--- config.mk ---
export PLATFORM = sky130hd
export DESIGN_NAME = alive_wdt
export DESIGN_NICKNAME = d
export VERILOG_FILES = /design/src/rtl/wdt_pkg.sv /design/src/rtl/wdt_tick_gen.sv /design/src/rtl/wdt_down_cnt.sv /design/src/rtl/wdt_rst_pulse.sv /design/src/rtl/alive_wdt.sv
export SDC_FILE = /design/constraint.sdc
export NUM_CORES = 1
export LEC_CHECK = 0
export BUFFER_PORTS_ARGS = -buffer_cell sky130_fd_sc_hd__buf_2
export CAP_MARGIN = 20
export CELL_PAD_IN_SITES_DETAIL_PLACEMENT = 2
export CELL_PAD_IN_SITES_GLOBAL_PLACEMENT = 2
export CORE_UTILIZATION = 38
export DETAILED_ROUTE_END_ITERATION = 12
export PLACE_DENSITY_LB_ADDON = 0.05
export SLEW_MARGIN = 20
export SYNTH_ARGS = -nofsm -noshare
export SYNTH_HDL_FRONTEND = slang
export SYNTH_HIERARCHICAL = 1
export SYNTH_SLANG_ARGS = --single-unit
export TNS_END_PERCENT = 50
--- constraint.sdc ---
create_clock -name clk_i -period 4.3 [get_ports clk_i]
set_input_delay 0.215 -clock clk_i [delete_from_list [all_inputs] [get_ports clk_i]]
set_output_delay 0.215 -clock clk_i [all_outputs]
set_load 0.02 [all_outputs]
--- src/rtl/wdt_pkg.sv ---
package wdt_pkg;
  typedef enum logic [1:0] {
    REG_PRESET = 2'd0,
    REG_CTRL   = 2'd1,
    REG_OUTEN  = 2'd2,
    REG_EVENT  = 2'd3
  } wdt_reg_e;

  localparam int unsigned CTRL_SEC_BIT = 0;
  localparam int unsigned OUTEN_BIT    = 1;
  localparam int unsigned EVENT_BIT    = 0;
endpackage

--- src/rtl/wdt_tick_gen.sv ---
module wdt_tick_gen #(
  parameter int unsigned CYC_PER_SEC = 32768,
  parameter int unsigned SEC_PER_MIN = 60
) (
  input  logic clk_i,
  input  logic rst_ni,
  input  logic restart_i,
  output logic sec_tick_o,
  output logic min_tick_o
);
  localparam int unsigned CYC_W = $clog2(CYC_PER_SEC + 1);
  localparam int unsigned SEC_W = $clog2(SEC_PER_MIN + 1);
  localparam logic [CYC_W-1:0] CYC_LAST = CYC_W'(CYC_PER_SEC - 1);
  localparam logic [SEC_W-1:0] SEC_LAST = SEC_W'(SEC_PER_MIN - 1);

  logic [CYC_W-1:0] cyc_q;
  logic [SEC_W-1:0] sec_q;

  assign sec_tick_o = (cyc_q == CYC_LAST);
  assign min_tick_o = sec_tick_o && (sec_q == SEC_LAST);

  always_ff @(posedge clk_i or negedge rst_ni) begin
    if (!rst_ni) begin
      cyc_q <= '0;
      sec_q <= '0;
    end else if (restart_i) begin
      cyc_q <= '0;
      sec_q <= '0;
    end else if (sec_tick_o) begin
      cyc_q <= '0;
      sec_q <= min_tick_o ? '0 : sec_q + 1'b1;
    end else begin
      cyc_q <= cyc_q + 1'b1;
    end
  end
endmodule

--- src/rtl/wdt_down_cnt.sv ---
module wdt_down_cnt #(
  parameter int unsigned          CNT_W   = 8,
  parameter logic [CNT_W-1:0]     RST_VAL = '1
) (
  input  logic             clk_i,
  input  logic             rst_ni,
  input  logic             load_i,
  input  logic [CNT_W-1:0] load_val_i,
  input  logic [CNT_W-1:0] reload_val_i,
  input  logic             tick_i,
  output logic             expire_o
);
  logic [CNT_W-1:0] cnt_q;

  function automatic logic [CNT_W-1:0] floor_one(input logic [CNT_W-1:0] v);
    return (v == '0) ? CNT_W'(1) : v;
  endfunction

  assign expire_o = tick_i && !load_i && (cnt_q <= CNT_W'(1));

  always_ff @(posedge clk_i or negedge rst_ni) begin
    if (!rst_ni)       cnt_q <= floor_one(RST_VAL);
    else if (load_i)   cnt_q <= floor_one(load_val_i);
    else if (expire_o) cnt_q <= floor_one(reload_val_i);
    else if (tick_i)   cnt_q <= cnt_q - 1'b1;
  end
endmodule

--- src/rtl/wdt_rst_pulse.sv ---
module wdt_rst_pulse #(
  parameter int unsigned PULSE_W = 4
) (
  input  logic clk_i,
  input  logic rst_ni,
  input  logic trig_i,
  output logic pulse_o
);
  localparam int unsigned PW_W = $clog2(PULSE_W + 1);

  logic [PW_W-1:0] left_q;

  assign pulse_o = (left_q != '0);

  always_ff @(posedge clk_i or negedge rst_ni) begin
    if (!rst_ni)      left_q <= '0;
    else if (trig_i)  left_q <= PW_W'(PULSE_W);
    else if (pulse_o) left_q <= left_q - 1'b1;
  end
endmodule

--- src/rtl/alive_wdt.sv ---
module alive_wdt
  import wdt_pkg::*;
#(
  parameter int unsigned CYC_PER_SEC = 32768,
  parameter int unsigned SEC_PER_MIN = 60,
  parameter int unsigned RST_PULSE_W = 4,
  parameter logic [7:0]  PRESET_RST  = 8'hFF
) (
  input  logic       clk_i,
  input  logic       rst_ni,
  input  logic       wr_en_i,
  input  logic [1:0] addr_i,
  input  logic [7:0] wdata_i,
  output logic [7:0] rdata_o,
  output logic       sys_rst_o
);
  logic [7:0] preset_q;
  logic       sec_mode_q;
  logic       outen_q;
  logic       event_q;

  logic wr_preset, wr_ctrl, wr_outen, evt_clear;
  logic sec_tick, min_tick, unit_tick, expire, rst_trig;

  assign wr_preset = wr_en_i && (addr_i == REG_PRESET);
  assign wr_ctrl   = wr_en_i && (addr_i == REG_CTRL);
  assign wr_outen  = wr_en_i && (addr_i == REG_OUTEN);
  assign evt_clear = wr_en_i && (addr_i == REG_EVENT) && wdata_i[EVENT_BIT];

  always_ff @(posedge clk_i or negedge rst_ni) begin
    if (!rst_ni) begin
      preset_q   <= PRESET_RST;
      sec_mode_q <= 1'b0;
      outen_q    <= 1'b0;
    end else begin
      if (wr_preset) preset_q   <= wdata_i;
      if (wr_ctrl)   sec_mode_q <= wdata_i[CTRL_SEC_BIT];
      if (wr_outen)  outen_q    <= wdata_i[OUTEN_BIT];
    end
  end

  wdt_tick_gen #(
    .CYC_PER_SEC (CYC_PER_SEC),
    .SEC_PER_MIN (SEC_PER_MIN)
  ) u_tick (
    .clk_i      (clk_i),
    .rst_ni     (rst_ni),
    .restart_i  (wr_preset),
    .sec_tick_o (sec_tick),
    .min_tick_o (min_tick)
  );

  assign unit_tick = sec_mode_q ? sec_tick : min_tick;

  wdt_down_cnt #(
    .CNT_W   (8),
    .RST_VAL (PRESET_RST)
  ) u_cnt (
    .clk_i        (clk_i),
    .rst_ni       (rst_ni),
    .load_i       (wr_preset),
    .load_val_i   (wdata_i),
    .reload_val_i (preset_q),
    .tick_i       (unit_tick),
    .expire_o     (expire)
  );

  // Set wins over a same-cycle clear.
  always_ff @(posedge clk_i or negedge rst_ni) begin
    if (!rst_ni)        event_q <= 1'b0;
    else if (expire)    event_q <= 1'b1;
    else if (evt_clear) event_q <= 1'b0;
  end

  // Reset fires only on the 0->1 flank of the flag.
  assign rst_trig = expire && !event_q && outen_q;

  wdt_rst_pulse #(
    .PULSE_W (RST_PULSE_W)
  ) u_pulse (
    .clk_i   (clk_i),
    .rst_ni  (rst_ni),
    .trig_i  (rst_trig),
    .pulse_o (sys_rst_o)
  );

  always_comb begin
    rdata_o = '0;
    unique case (addr_i)
      REG_PRESET: rdata_o = preset_q;
      REG_CTRL:   rdata_o[CTRL_SEC_BIT] = sec_mode_q;
      REG_OUTEN:  rdata_o[OUTEN_BIT]    = outen_q;
      REG_EVENT:  rdata_o[EVENT_BIT]    = event_q;
      default:    rdata_o = '0;
    endcase
  end
endmodule

==> results of run 1 <==
## worst max-delay path by stage
stage / end
finish: u_pulse/left_q[0]$_DFFE_PN0P_
global route: u_pulse/left_q[0]$_DFFE_PN0P_
CTS: u_pulse/left_q[0]$_DFFE_PN0P_
detailed placement: u_pulse/left_q[0]$_DFFE_PN0P_
global placement: u_pulse/left_q[0]$_DFFE_PN0P_
floorplan: u_pulse/left_q[0]$_DFFE_PN0P_
## cells in the mapped netlist (all sizes together)
master  instances  share of area, %
o211ai          1              0.30
or3             2              0.75
nand2b          3               1.1
dfstp          16                17
o221a           1              0.45
a211oi          2              0.80
nand4           5               1.9
a21o            2              0.60
and3b           1              0.35
o311ai          3               1.1
nand3b          4               1.2
and3            4               1.1
xor2            6               2.1
mux2i           2              0.80
ha              6               3.0
inv            12               1.8
a21oi          15               3.0
nand4b          1              0.35
nor2           27               4.2
a32oi           1              0.35
xnor2          11               3.9
o21ai          12               2.4
a22oi           5               1.5
buf             5               1.6
and2b           1              0.30
nand3          10               2.0
nand2          11               1.7
nor3            9               1.8
o31ai           2              0.60
a211o           1              0.35
a41oi           1              0.35
nor4            6               1.5
or4             6               2.0
clkbuf          2              0.30
o221ai          1              0.35
or2b            1              0.30
dfrtp          28                28
mux2           12               5.4
nor3b           5               1.7
and2            6               1.5
nor2b           3              0.75
## cell type report
class,count,area share (%)
Clock buffer,6,2.595
Clock inverter,2,1.253
Inverter,12,1.611
Multi-Input combinational cell,189,46.26
Sequential cell,44,40.09
Tap cell,77,3.445
Timing Repair Buffer,24,4.743
## worst reg2reg max path, delay by kind of cell (launching register included)
| family | cells | cell delay (ns) |
|---|---|---|
| AOI/OAI and AO/OA | 1 | 0.34 |
| muxes | 2 | 0.46 |
| adders and majority gates | 1 | 0.25 |
| buffers and inverters | 1 | 0.21 |
| and+or+nand+nor | 7 | 2.11 |
| DFF | 1 | 0.40 |
## power groups by stage
| stage | combinational [W] | clock [W] | sequential (W) |
|---|---|---|---|
| floorplan | 0.000125 | 0 | 0.000536 |
| global placement | 0.000168 | 0 | 0.000557 |
| detailed placement | 0.000172 | 0 | 0.000560 |
| CTS | 0.000175 | 0.000330 | 0.000553 |
| global route | 0.000194 | 0.000338 | 0.000562 |
| finish | 0.000173 | 0.000313 | 0.000552 |
## through the flow
| step | hold slack (ns) | cells | worst slack, ns | area (µm²) |
|---|---|---|---|---|
| 6_report | 0.1210 | 354 | 0.4180 | 2796 |
| 5_1_grt | 0.1210 | 354 | 0.1506 | 2796 |
| 4_1_cts | 0.1119 | 353 | 0.4048 | 2784 |
| 3_5_place_dp | 0.4377 | 345 | 0.4306 | 2676 |
| 3_3_place_gp | 0.4377 | 345 | 0.6488 | 2676 |
| 2_1_floorplan | -0.08059 | 252 | 0.9725 | 2501 |
## timing repair
| action | in CTS | in global routing |
|---|---|---|
| setup endpoints to repair | 0 | 0 |
| endpoints found under the hold margin | 0 | 28 |
| hold buffers | 0 | 1 |
| resized for setup | 0 | 0 |
## flip-flops by register name, indices dropped and copies added, names as in the netlist
name / cells
u_cnt/cnt_q: 8
u_tick/sec_q: 6
u_tick/cyc_q: 16
preset_q: 8
u_pulse/left_q: 3
outen_q: 1
sec_mode_q: 1
event_q: 1
## cells by family after synthesis
kind of cell | share of synthesized area [%]
multiplexers | 6.203
AO/OA/AOI/OAI | 12.11
AND/OR/NAND/NOR | 24.21
flip-flops | 44.82
adder cells (fa/ha/maj) | 3.001
buffers and inverters | 3.702
XOR/XNOR | 5.953
## metal layers
layer | vias to the layer above | routed length (µm)
met5 | - | 0
met1 | 1007 | 3303
met4 | 0 | 58
met3 | 5 | 121
met2 | 24 | 2858
li1 | 955 | -
==> flow_metrics.tcl, run 1 <==
set metrics [dict create \
    power_density_mw_per_mm2 370.9 \
    dp_hpwl_mm 4.502 \
    setup_violations 0 \
    grtUsageTotal_pct 19.27 \
    arrival_ns 4.07 \
    crit_type "reg -> reg" \
    drv_slew 0 \
    core-area_mm2 0.006350 \
    synthesis.area_mm2 0.002501 \
    gp_congestion 0.8546 \
    timing.rr.start "u_tick/cyc_q[0]$_DFF_PN0_" \
    pwr-share-clk_pct 30.2 \
    skew_ns 0.004272 \
    internal-power_w 0.0007339 \
    ant_nets 0 \
    crit_family "simple AND/OR/NAND/NOR gates" \
    mostFrequentLayoutCells "28 x dfrtp_1, 26 x nor2_1, 20 x buf_2, 16 x dfstp_2, 15 x a21oi_1" \
    regArea_mm2 0.001121 \
    final_core_util_pct 44.04 \
    wl_per_cell_um 17.92 \
    hold_path.class "in -> reg" \
    synth-seq-cells 44 \
    cts.path.max_buffers 2 \
    cp-startpoint "u_tick/cyc_q[0]$_DFF_PN0_" \
    seq_area_frac_synth_pct 44.82 \
    diodes 0 \
    period_share_pct 90.28 \
    grt_busiest_layer "met2" \
    nFillCells 705 \
    max_stage_delay_ns 0.72 \
    cts_tree "done" \
    final_common_cell "dfrtp_1" \
    worstHoldEndpoint "u_cnt/cnt_q[7]$_DFFE_PN1P_" \
    ios 22 \
    endpoint_kind "flip-flop" \
    cts_setup_buffers 0 \
    cp.buffers_inverters 1 \
    clockRootBuffer "clkbuf_8" \
    r2r_slack_ns 0.42 \
    power_w 0.001037 \
    grt_util_met2_pct 30.40 \
    vdd_drop_max_v 0.0002376 \
    numPortBuffers 21 \
    routed_wl_mm 6.342 \
    drv_cap 0 \
    multi_input_area_mm2 0.001294 \
    grt_util_met1_pct 27.53 \
    min_period_ns 3.882 \
    dr.pass1.iters 4 \
    num_vias 1991 \
    path_max_fanout 10 \
    relSlewSlack_pct 56.06 \
    dr.first_iter.drc_count 45 \
    path_depth 12 \
    startpoint_type "flip-flop" \
    cts.clk_slew.worst_paths_ns 0.08 \
    dieHeight_um 83.13 \
    cp_slowest_cell "or4_1" \
    dieArea_mm2 0.006911 \
    tightest_slew_ns 0.6540 \
    grt_pass1_vias 2035 \
    power.leakage_nw 1.171 \
    hold_depth 3 \
    tns_ns 0 \
    vias_per_cell 5.624 \
    numCtsBuffers 5 \
    reg2reg_depth 12 \
    start_util_pct 39.39 \
    timing.rr.end "u_pulse/left_q[0]$_DFFE_PN0P_" \
    status "finished clean" \
    synth_nets 271 \
    final_nets 295 \
    yosysUniqueCellTypes 51 \
    hold_viol 0 \
    pwr-share-seq_pct 53.2 \
    gr-total-overflow 0 \
    drc_errors 0 \
    syn_area_per_cell_um2 9.925 \
    numClockSinks 44 \
    hp-start "wdata_i[7]" \
    sw_frac_of_total_pct 29.25 \
    grtUsageMet3_pct 3.280 \
    cp_common_cell "mux2_2" \
    switching_power_w 0.0003034 \
    areaGrowthSynthToFinish_pct 11.81 \
    drive_above_1_share_pct 24.19 \
    rows 29 \
    die_w_um 83.13 \
    grt_antenna_before_repair 0 \
    crit_chain "ha_1, nand3_1, or4_1, inv_1, and3_1, mux2_2, nor2b_1, o21ai_0, nor2_2, and3b_1, and2b_1, mux2_2" \
    clock_insertion_delay_worst_skew_ns 0.29 \
    yosys_warnings 6 \
    fmax_mhz 257.6 \
    cp.required_ns 4.49 \
    power_frac_comb_pct 16.7 \
    grt_max_degree 45 \
    grt_first_pass_wirelength_mm 10.58 \
    htreeDepth 2 \
    rsz0062_at_grt "no" \
    synthesis.instances 252 \
]
Note: power is estimated with default switching activity, not from simulation.
==> run 2, diff against run 1 <==
--- a/config.mk
+++ b/config.mk
@@ -12,6 +12,7 @@
 export CORE_UTILIZATION = 38
 export DETAILED_ROUTE_END_ITERATION = 12
 export PLACE_DENSITY_LB_ADDON = 0.05
+export RECOVER_POWER = 50
 export SLEW_MARGIN = 20
 export SYNTH_ARGS = -nofsm -noshare
 export SYNTH_HDL_FRONTEND = slang
==> flow_metrics.tcl, run 2 (synthesis results as in run 1) <==
set metrics [dict create \
    period_share_pct 90.95 \
    largest_reg_flops 16 \
    reg2reg_depth 12 \
    ios 22 \
    grtUsageTotal_pct 19.27 \
    cp_slowest_cell "or4_1" \
    dr.first_iter.drc_count 50 \
    cp.buffers_inverters 1 \
    gp_congestion 0.8546 \
    cts-resized-gates 0 \
    setup_ws_ns 0.3892 \
    startpoint_type "flip-flop" \
    start_util_pct 39.39 \
    vias_per_cell 5.630 \
    final_common_cell "dfrtp_1" \
    nFillCells 709 \
    gr-total-overflow 0 \
    grt_antenna_before_repair 0 \
    top_register "u_tick/cyc_q" \
    core-area_mm2 0.006350 \
    arrival_ns 4.10 \
    numClockSinks 44 \
    numCtsBuffers 5 \
    numPortBuffers 21 \
    power_frac_comb_pct 16.6 \
    timing.rr.end "u_pulse/left_q[0]$_DFFE_PN0P_" \
    cp.required_ns 4.49 \
    cts.clk_slew.worst_paths_ns 0.08 \
    vdd_drop_max_v 0.0002382 \
    worstHoldEndpoint "u_cnt/cnt_q[7]$_DFFE_PN1P_" \
    internal-power_w 0.0007333 \
    relSlewSlack_pct -62.47 \
    dr.pass1.iters 4 \
    hold_path.class "in -> reg" \
    dp_hpwl_mm 4.502 \
    dieArea_mm2 0.006911 \
    cts.path.max_buffers 2 \
    diodes 0 \
    rows 29 \
    drc_errors 0 \
    drv_cap 2 \
    ant_nets 0 \
    skew_ns 0.004423 \
    r2r_slack_ns 0.39 \
    crit_chain "ha_1, nand3_1, or4_1, inv_1, and3_1, mux2_2, nor2b_1, o21ai_0, nor2_2, and3b_1, and2b_1, mux2_2" \
    cp-startpoint "u_tick/cyc_q[0]$_DFF_PN0_" \
    routed_wl_mm 6.338 \
    cts_setup_buffers 0 \
    mostFrequentLayoutCells "28 x dfrtp_1, 26 x nor2_1, 20 x buf_2, 16 x dfstp_2, 15 x a21oi_1" \
    clock_insertion_delay_worst_skew_ns 0.29 \
    grt_first_pass_wirelength_mm 10.58 \
    tightest_slew_ns 2.437 \
    cp_common_cell "mux2_2" \
    timing.rr.start "u_tick/cyc_q[0]$_DFF_PN0_" \
    setup_violations 0 \
    clockRootBuffer "clkbuf_8" \
    grt_pass1_vias 2035 \
    drive_above_1_share_pct 23.47 \
    pwr-share-seq_pct 53.2 \
    pwr-share-clk_pct 30.1 \
    endpoint_kind "flip-flop" \
    hold_viol 0 \
    ctsHoldBuffers 0 \
    min_period_ns 3.911 \
    num_vias 1993 \
    power_density_mw_per_mm2 372.0 \
    dieHeight_um 83.13 \
    drv_slew 79 \
    status "complete, but fails checks" \
    crit_family "simple AND/OR/NAND/NOR gates" \
    wl_per_cell_um 17.90 \
    hold_depth 3 \
    power.leakage_nw 1.163 \
    crit_type "reg -> reg" \
    cts_tree "done" \
    path_depth 12 \
    rsz0062_at_grt "no" \
    reg_top3 "u_tick/cyc_q: 16 flops, preset_q: 8 flops, u_cnt/cnt_q: 8 flops" \
    violations "max-capacitance violations, max-slew violations" \
    max_stage_delay_ns 0.72 \
    fmax_mhz 255.7 \
    dp_slack_ns 0.4306 \
    tns_ns 0 \
    htreeDepth 2 \
    areaGrowthSynthToFinish_pct 11.51 \
    die_w_um 83.13 \
    switching_power_w 0.0003042 \
    hp-start "wdata_i[7]" \
    grt_max_degree 45 \
    path_max_fanout 10 \
    final_nets 295 \
    sw_frac_of_total_pct 29.32 \
]
-- run 2: power by group through the flow --
stage / combinational, W / sequential [W] / clock, W
finish: 0.000172 / 0.000552 / 0.000313
global placement: 0.000168 / 0.000557 / 0
detailed placement: 0.000172 / 0.000560 / 0
floorplan: 0.000125 / 0.000536 / 0
CTS: 0.000175 / 0.000553 / 0.000330
global route: 0.000194 / 0.000562 / 0.000338
-- run 2: layout make-up --
type	count	area, µm²	share of cell area [%]
clock buffers	6	72.57	2.602
clock inverters	2	35.03	1.256
inverters	12	45.04	1.615
multi-input cells	189	1294	46.39
flip-flops and latches	44	1121	40.20
well taps	77	96.34	3.454
repair buffers	24	125.1	4.486
-- run 2: worst min-delay path, stage by stage --
cell and delay [ns]:
buf_2 0.11, inv_1 0.05, a32oi_1 0.05
-- run 2: metal layers --
metal	global-route usage, %	wire, µm	up-vias	share of wire, %
li1	-	-	951	-
met3	3.280	135	5	2.1
met4	4.702	58	0	0.92
met2	30.40	2825	24	45
met1	27.53	3319	1013	52
met5	0	0	-	0
-- run 2: how the worst max path moves through the flow --
stage                     slack, ns                             to
final                          0.39  u_pulse/left_q[0]$_DFFE_PN0P_
after global routing           0.13  u_pulse/left_q[0]$_DFFE_PN0P_
after CTS                      0.40  u_pulse/left_q[0]$_DFFE_PN0P_
after detailed placement       0.43  u_pulse/left_q[0]$_DFFE_PN0P_
after global placement         0.65  u_pulse/left_q[0]$_DFFE_PN0P_
after floorplan                0.97  u_pulse/left_q[0]$_DFFE_PN0P_
-- run 2: metrics by stage --
stage               util, %  total power (W)  area [µm²]  hold WS (ns)  cells
floorplan                 -        0.0006605        2501      -0.08059    252
global placement      42.15        0.0007256        2676        0.4377    345
detailed placement    42.15        0.0007324        2676        0.4377    345
CTS                   43.84         0.001058        2784        0.1119    353
global route          43.92         0.001093        2789        0.1210    354
finish                43.92         0.001038        2789        0.1213    354
==> run 3, diff against run 2 <==
--- a/config.mk
+++ b/config.mk
@@ -9,6 +9,7 @@
 export CAP_MARGIN = 20
 export CELL_PAD_IN_SITES_DETAIL_PLACEMENT = 2
 export CELL_PAD_IN_SITES_GLOBAL_PLACEMENT = 2
+export CORE_MARGIN = 3
 export CORE_UTILIZATION = 38
 export DETAILED_ROUTE_END_ITERATION = 12
 export PLACE_DENSITY_LB_ADDON = 0.05
==> flow_metrics.tcl, run 3 (synthesis results as in run 1) <==
set metrics [dict create \
    pwr-share-clk_pct 34.1 \
    reg_top3 "u_tick/cyc_q: 16 flops, preset_q: 8 flops, u_cnt/cnt_q: 8 flops" \
    ios 22 \
    wl_per_cell_um 19.03 \
    diodes 0 \
    hold_path.class "in -> reg" \
    tns_ns 0 \
    dr.first_iter.drc_count 79 \
    period_share_pct 90.36 \
    power_frac_comb_pct 15.8 \
    numClockSinks 44 \
    num_vias 2052 \
    drive_above_1_share_pct 23.47 \
    gr-total-overflow 0 \
    drv_slew 79 \
    crit_type "reg -> reg" \
    sw_frac_of_total_pct 27.78 \
    clock_insertion_delay_worst_skew_ns 0.29 \
    gp_congestion 0.8374 \
    cts_tree "done" \
    final_nets 295 \
    min_period_ns 3.886 \
    cts.path.max_buffers 2 \
    numCtsBuffers 5 \
    clockRootBuffer "clkbuf_8" \
    arrival_ns 4.07 \
    final_common_cell "dfrtp_1" \
    dieArea_mm2 0.007592 \
    internal-power_w 0.0007926 \
    power_density_mw_per_mm2 390.4 \
    cp.required_ns 4.48 \
    grt_first_pass_wirelength_mm 11.47 \
    nFillCells 678 \
    startpoint_type "flip-flop" \
    dieHeight_um 87.13 \
    routed_wl_mm 6.698 \
    whs_ns 0.1803 \
    start_util_pct 40.80 \
    ant_nets 0 \
    rows 28 \
    grt_antenna_before_repair 0 \
    grt_max_degree 45 \
    htreeDepth 2 \
    tightest_slew_ns 2.431 \
    rsz0062_at_grt "no" \
    setup_violations 0 \
    skew_ns 0.007949 \
    power.leakage_nw 1.173 \
    dp_hpwl_mm 4.731 \
    violations "max-capacitance violations, max-slew violations" \
    drv_cap 2 \
    status "complete, but fails checks" \
    dr.pass1.iters 4 \
    cts_setup_buffers 0 \
    drc_errors 0 \
    cts.clk_slew.worst_paths_ns 0.09 \
    numPortBuffers 21 \
    die_w_um 87.13 \
    grt_pass1_vias 2192 \
    path_max_fanout 10 \
    vdd_drop_max_v 0.0002228 \
    largest_reg_flops 16 \
    top_register "u_tick/cyc_q" \
    switching_power_w 0.0003049 \
    hold_viol 0 \
    core-area_mm2 0.006131 \
    relSlewSlack_pct -62.09 \
    pwr-share-seq_pct 50.2 \
    areaGrowthSynthToFinish_pct 12.41 \
    mostFrequentLayoutCells "28 x dfrtp_1, 26 x nor2_1, 20 x buf_2, 16 x dfstp_2, 15 x a21oi_1" \
    endpoint_kind "flip-flop" \
    fmax_mhz 257.4 \
    vias_per_cell 5.830 \
    grtUsageTotal_pct 19.28 \
]
-- run 3: cell types whose count changed in the layout (fill, tap and decap cells not counted), sizes merged --
cell    before  now
clkinv       1    0
bufinv       1    2
-- run 3: path summary, 6_finish.rpt --
check	to	slack [ns]	from	cells after the start
max	u_pulse/left_q[0]$_DFFE_PN0P_	0.41	u_tick/cyc_q[0]$_DFF_PN0_	12
min	u_cnt/cnt_q[7]$_DFFE_PN1P_	0.18	wdata_i[7]	3
max reg2reg	u_pulse/left_q[0]$_DFFE_PN0P_	0.41	u_tick/cyc_q[0]$_DFF_PN0_	12
min reg2reg	u_tick/cyc_q[0]$_DFF_PN0_	0.50	u_tick/cyc_q[0]$_DFF_PN0_	1
max in group asynchronous	u_tick/cyc_q[6]$_DFF_PN0_	1.71	rst_ni	2
min in group asynchronous	u_tick/sec_q[1]$_DFFE_PN0P_	1.20	rst_ni	2
-- run 3: repair_timing --
| item | in CTS | in global routing |
|---|---|---|
| hold buffers | 0 | 1 |
| resized for setup | 0 | 1 |
| setup endpoints to repair | 0 | 1 |
| endpoints found under the hold margin | 0 | 28 |
-- run 3: per-layer routing --
metal  GRT usage (%)  up-vias  wire length (µm)
met5               0        -                 0
met2           31.68       43              3235
li1                -      957                 -
met3           2.838        4               257
met4           4.045        0                38
met1           27.03     1048              3166
-- run 3: power groups by stage --
stage / combinational, W / clock [W] / sequential (W)
after floorplan: 0.000125 / 0 / 0.000536
after global placement: 0.000168 / 0 / 0.000554
after detailed placement: 0.000173 / 0 / 0.000559
after CTS: 0.000176 / 0.000389 / 0.000551
after global routing: 0.000200 / 0.000402 / 0.000562
final: 0.000173 / 0.000374 / 0.000550
-- run 3: critical path, cell delays in order, from the launching register on --
cell	delay [ns]
dfrtp_1	0.40
ha_1	0.25
nand3_1	0.22
or4_1	0.74
inv_1	0.23
and3_1	0.20
mux2_2	0.22
nor2b_1	0.35
o21ai_1	0.26
nor2_2	0.21
and3b_1	0.25
and2b_1	0.20
mux2_2	0.25
-- run 3: cell type report --
class	count	area (µm²)	share of cell area [%]
multi-input combinational	189	1294	46.02
sequential	44	1121	39.88
timing repair buffer	24	125.1	4.450
tap	75	93.84	3.338
clock buffer	6	72.57	2.581
clock inverter	2	60.06	2.136
inverter	12	45.04	1.602
-- run 3: metrics by stage --
stage / std cells / power [W] / utilization (%) / instance area [µm²] / setup slack [ns]
floorplan: 252 / 0.0006605 / - / 2501 / 0.9725
detailed placement: 343 / 0.0007316 / 43.61 / 2674 / 0.4101
finish: 352 / 0.001097 / 45.86 / 2811 / 0.4144
global placement: 343 / 0.0007220 / 43.61 / 2674 / 0.6569
CTS: 351 / 0.001116 / 45.78 / 2806 / 0.3081
global route: 352 / 0.001165 / 45.86 / 2811 / 0.06840
